### config.mk
export PLATFORM = sky130hd
export DESIGN_NAME = utf8_step_decoder
export DESIGN_NICKNAME = d
export VERILOG_FILES = /design/src/rtl/utf8_step_decoder.sv
export SDC_FILE = /design/constraint.sdc
export NUM_CORES = 1
export LEC_CHECK = 0
export CORE_ASPECT_RATIO = 0.5
export CORE_MARGIN = 1
export CORE_UTILIZATION = 40
export DETAILED_ROUTE_END_ITERATION = 8
export DONT_BUFFER_PORTS = 1
export PLACE_DENSITY = 0.54
export SLEW_MARGIN = 25
export SYNTH_ARGS = -nofsm -noshare
export SYNTH_HDL_FRONTEND = slang
export SYNTH_SLANG_ARGS = --single-unit
### constraint.sdc
create_clock -name clk -period 2.6 [get_ports clk]
set_clock_uncertainty 0.1 [all_clocks]
set_input_delay 0.52 -clock clk [delete_from_list [all_inputs] [get_ports clk]]
set_output_delay 0.52 -clock clk [all_outputs]
set_load 0.02 [all_outputs]
### src/rtl/utf8_step_decoder.sv
module utf8_step_decoder (
  input  logic        clk,
  input  logic        rst_n,
  input  logic        in_valid,
  input  logic [31:0] in_bytes,
  output logic        out_valid,
  output logic [31:0] out_word
);
  localparam logic [31:0] BAD_WORD = {1'b1, 3'd1, 7'd0, 21'h00FFFD};

  logic [7:0] b0, b1, b2, b3;
  assign {b3, b2, b1, b0} = in_bytes;

  logic c1, c2, c3;
  assign c1 = (b1[7:6] == 2'b10);
  assign c2 = (b2[7:6] == 2'b10);
  assign c3 = (b3[7:6] == 2'b10);

  logic [2:0]  len;
  logic        lead_ok;
  logic [20:0] cp;
  logic        bad;

  always_comb begin
    lead_ok = 1'b1;
    casez (b0)
      8'b0???????: len = 3'd1;
      8'b110?????: len = 3'd2;
      8'b1110????: len = 3'd3;
      8'b11110???: len = 3'd4;
      default: begin
        len = 3'd1;
        lead_ok = 1'b0;
      end
    endcase
  end

  always_comb begin
    case (len)
      3'd2:    cp = {10'd0, b0[4:0], b1[5:0]};
      3'd3:    cp = {5'd0, b0[3:0], b1[5:0], b2[5:0]};
      3'd4:    cp = {b0[2:0], b1[5:0], b2[5:0], b3[5:0]};
      default: cp = {14'd0, b0[6:0]};
    endcase
  end

  always_comb begin
    bad = !lead_ok;
    case (len)
      3'd2: bad = bad | !c1 | (cp < 21'h80);
      3'd3: bad = bad | !c1 | !c2 | (cp < 21'h800) |
                  ((cp >= 21'hD800) && (cp <= 21'hDFFF));
      3'd4: bad = bad | !c1 | !c2 | !c3 | (cp < 21'h10000) |
                  (cp > 21'h10FFFF);
      default: ;
    endcase
  end

  logic [31:0] result;
  assign result = bad ? BAD_WORD : {1'b0, len, 7'd0, cp};

  always_ff @(posedge clk) begin
    if (!rst_n) begin
      out_valid <= 1'b0;
      out_word  <= 32'd0;
    end else begin
      out_valid <= in_valid;
      if (in_valid) out_word <= result;
    end
  end
endmodule


==> metrics.txt <==
die height=47.1 um; Final Hold Viols=0; PnR worst setup slack=roughly 760 ps; cells along the critical path=and4b_1 > nand3_1 > a2111o_1 > o21a_1 > a21oi_2; DRC=0; sequential share of the synthesized area=31.9%; mapped cell area=1630 um^2; worst path bufs/invs=0; Post-synth EDFFs=0; CTS tree=done; DP HPWL=3.49 mm; # diodes=0; DIE AREA=around 4400 um^2; router iterations before antenna repair=4; Worst VDD drop=0.200 mV; Slew headroom=59.5%; Hold-fix buffers, CTS=0; layout cells sized above 1=6.70%; number of nets in the layout=230; status=finished clean; Worst Max-Slew Pin Slew=between 600 and 700 ps; I/O pin cnt=68; GRT Total Usage=22.0%; port buffer count=0; Syn-to-layout area delta=0.537%; P_leak=between 0.5 and 0.6 nW; Slew Viols, Final=0; CP max FO=15; clock root cell=clkbuf_8; Tot Pwr=around 0.0009 W; Core Footprint=3660 um^2; Clock H-tree levels=1; final core utilization=between 40% and 50%; DRT iter0 DRCs=87; distinct cell type count after synthesis=47; initial antenna violation count=0; Hold WC Path Type=in -> reg; Worst setup EP type=flip-flop; Mapped Cells=210; register clock-pin slew on the reported worst setup and hold paths=90 ps; pwr/cell area=around 560 nW/um^2; delay-heaviest family, CP=compound AO/OA/AOI/OAI gates; Worst Setup Start Kind=primary input; Worst path slowest cell=a2111o_1; setup TNS=0 ps; WP data required=2720 ps; number of global-route vias before repair=1273; Peak Freq=0.542 GHz; synthesized area per cell=7.76 um^2; commonest cells after routing, fill and taps aside=27 x o21ai_0, 26 x dfxtp_1, 18 x a21oi_1; FFs w/ async S/R, synth=0%; Final Hold Slack=227 ps; Congestion Overflow GR=0; vias per cell=6.13; Routed WL per cell=19.0 um; critical path type=in -> reg; routed via count=about 1500; Arr. time, crit path=1960 ps; worst slack, placed=498 ps; pin count of the biggest net entering global routing=34; yosys warns=0; max cap viols=0; CP peak stage delay=between 500 and 600 ps; Total Wirelength=4.66 mm; CTS buffer count=3; Seq cells post-synth=26; CTS-repair resized insts=0; commonest non-fill, non-tap cell in the layout=o21ai_0; post-CTS setup buffer count=0; first-pass GRT wire length=~7 mm; post-layout minimum cycle time=1840 ps; clk sinks=26; clock tree buffer depth=2; ANT nets after route=0; Final Wtd Congestion=0.833; die width=92.3 um; RSZ-0062 raised after global routing=false; clock latency on the worst-skew pair=270 ps; initial core utilization=between 40% and 50%; fin crit share=between 70% and 80%; ys flop type=dfxtp_1; row count=15; Final setup violation count=0
[cell families (layout without fill, tap and decap cells)]
group           Yosys count  in the layout  share of synthesized area, %
buf+inv                  31              9                          10.5
simple gates             65             65                          23.6
other cells               1              7                         0.230
compound gates           86             86                          33.2
xor+xnor                  1              1                         0.537
flops                    26             26                          31.9
[stage by stage]
step | area [um^2] | instances
floorplan | 1650 | 216
global placement | 1570 | 241
detailed placement | 1570 | 241
CTS | 1640 | 245
global route | 1640 | 245
finish | 1640 | 245
[worst register-to-register path, delay by kind of cell (launching register included)]
kind            cells  cell delay, ps
compound gates      3             360
flops               1             460
[final timing paths]
| check | depth (start not counted) | slack (ps) | end | from |
|---|---|---|---|---|
| max | 5 | 760 | out_word[10] | in_bytes[4] |
| min | 1 | 230 | out_word[1] | in_valid |
| max reg2reg | 3 | 1610 | out_word[1] | out_word[1] |
| min reg2reg | 2 | 460 | out_word[17] | out_word[17] |
[power breakdown]
group          switching [W]  internal (W)
clock network       0.000128      0.000206
logic              0.0000680     0.0000508
registers          0.0000459      0.000423
[sequential cells by signal, summed over array words and instances (netlist names)]
signal / cells
out_valid: 1
out_word: 25
[cell type report]
cell class,count,area (um^2)
repair buffers,1,7.51
fillers,381,2020
multi-input cells,159,961
well taps,51,63.8
clock inverters,1,30.0
flip-flops and latches,26,520
inverters,4,15.0
clock buffers,3,41.3
[Yosys cell counts (all sizes together) (2+ instances only)]
library cell | n | area share (%)
o21ai | 27 | 8.3
dfxtp | 26 | 32
a21oi | 20 | 6.6
a31oi | 14 | 5.4
buf | 14 | 6.5
nand2 | 14 | 3.2
nor2b | 14 | 5.4
clkbuf | 13 | 3.1
nor2 | 9 | 2.1
nand4 | 7 | 2.7
a221oi | 5 | 2.7
nand3 | 5 | 1.8
a22oi | 4 | 1.8
and2 | 4 | 1.7
inv | 4 | 0.92
a21o | 2 | 0.92
and3 | 2 | 1.1
nor3 | 2 | 0.61
nor4bb | 2 | 1.2
o21a | 2 | 0.92
[routing by layer]
| layer | part of all wire, % | global-route usage [%] | wire length (um) | up-vias |
|---|---|---|---|---|
| li1 | - | - | - | 731 |
| met1 | 53 | 35.1 | 2450 | 696 |
| met2 | 37 | 28.7 | 1720 | 73 |
| met3 | 10 | 5.34 | 465 | 2 |
| met4 | 0.47 | 4.06 | 22 | 0 |
| met5 | 0 | 0 | 0 | - |
(Power assumes the default switching activity.)
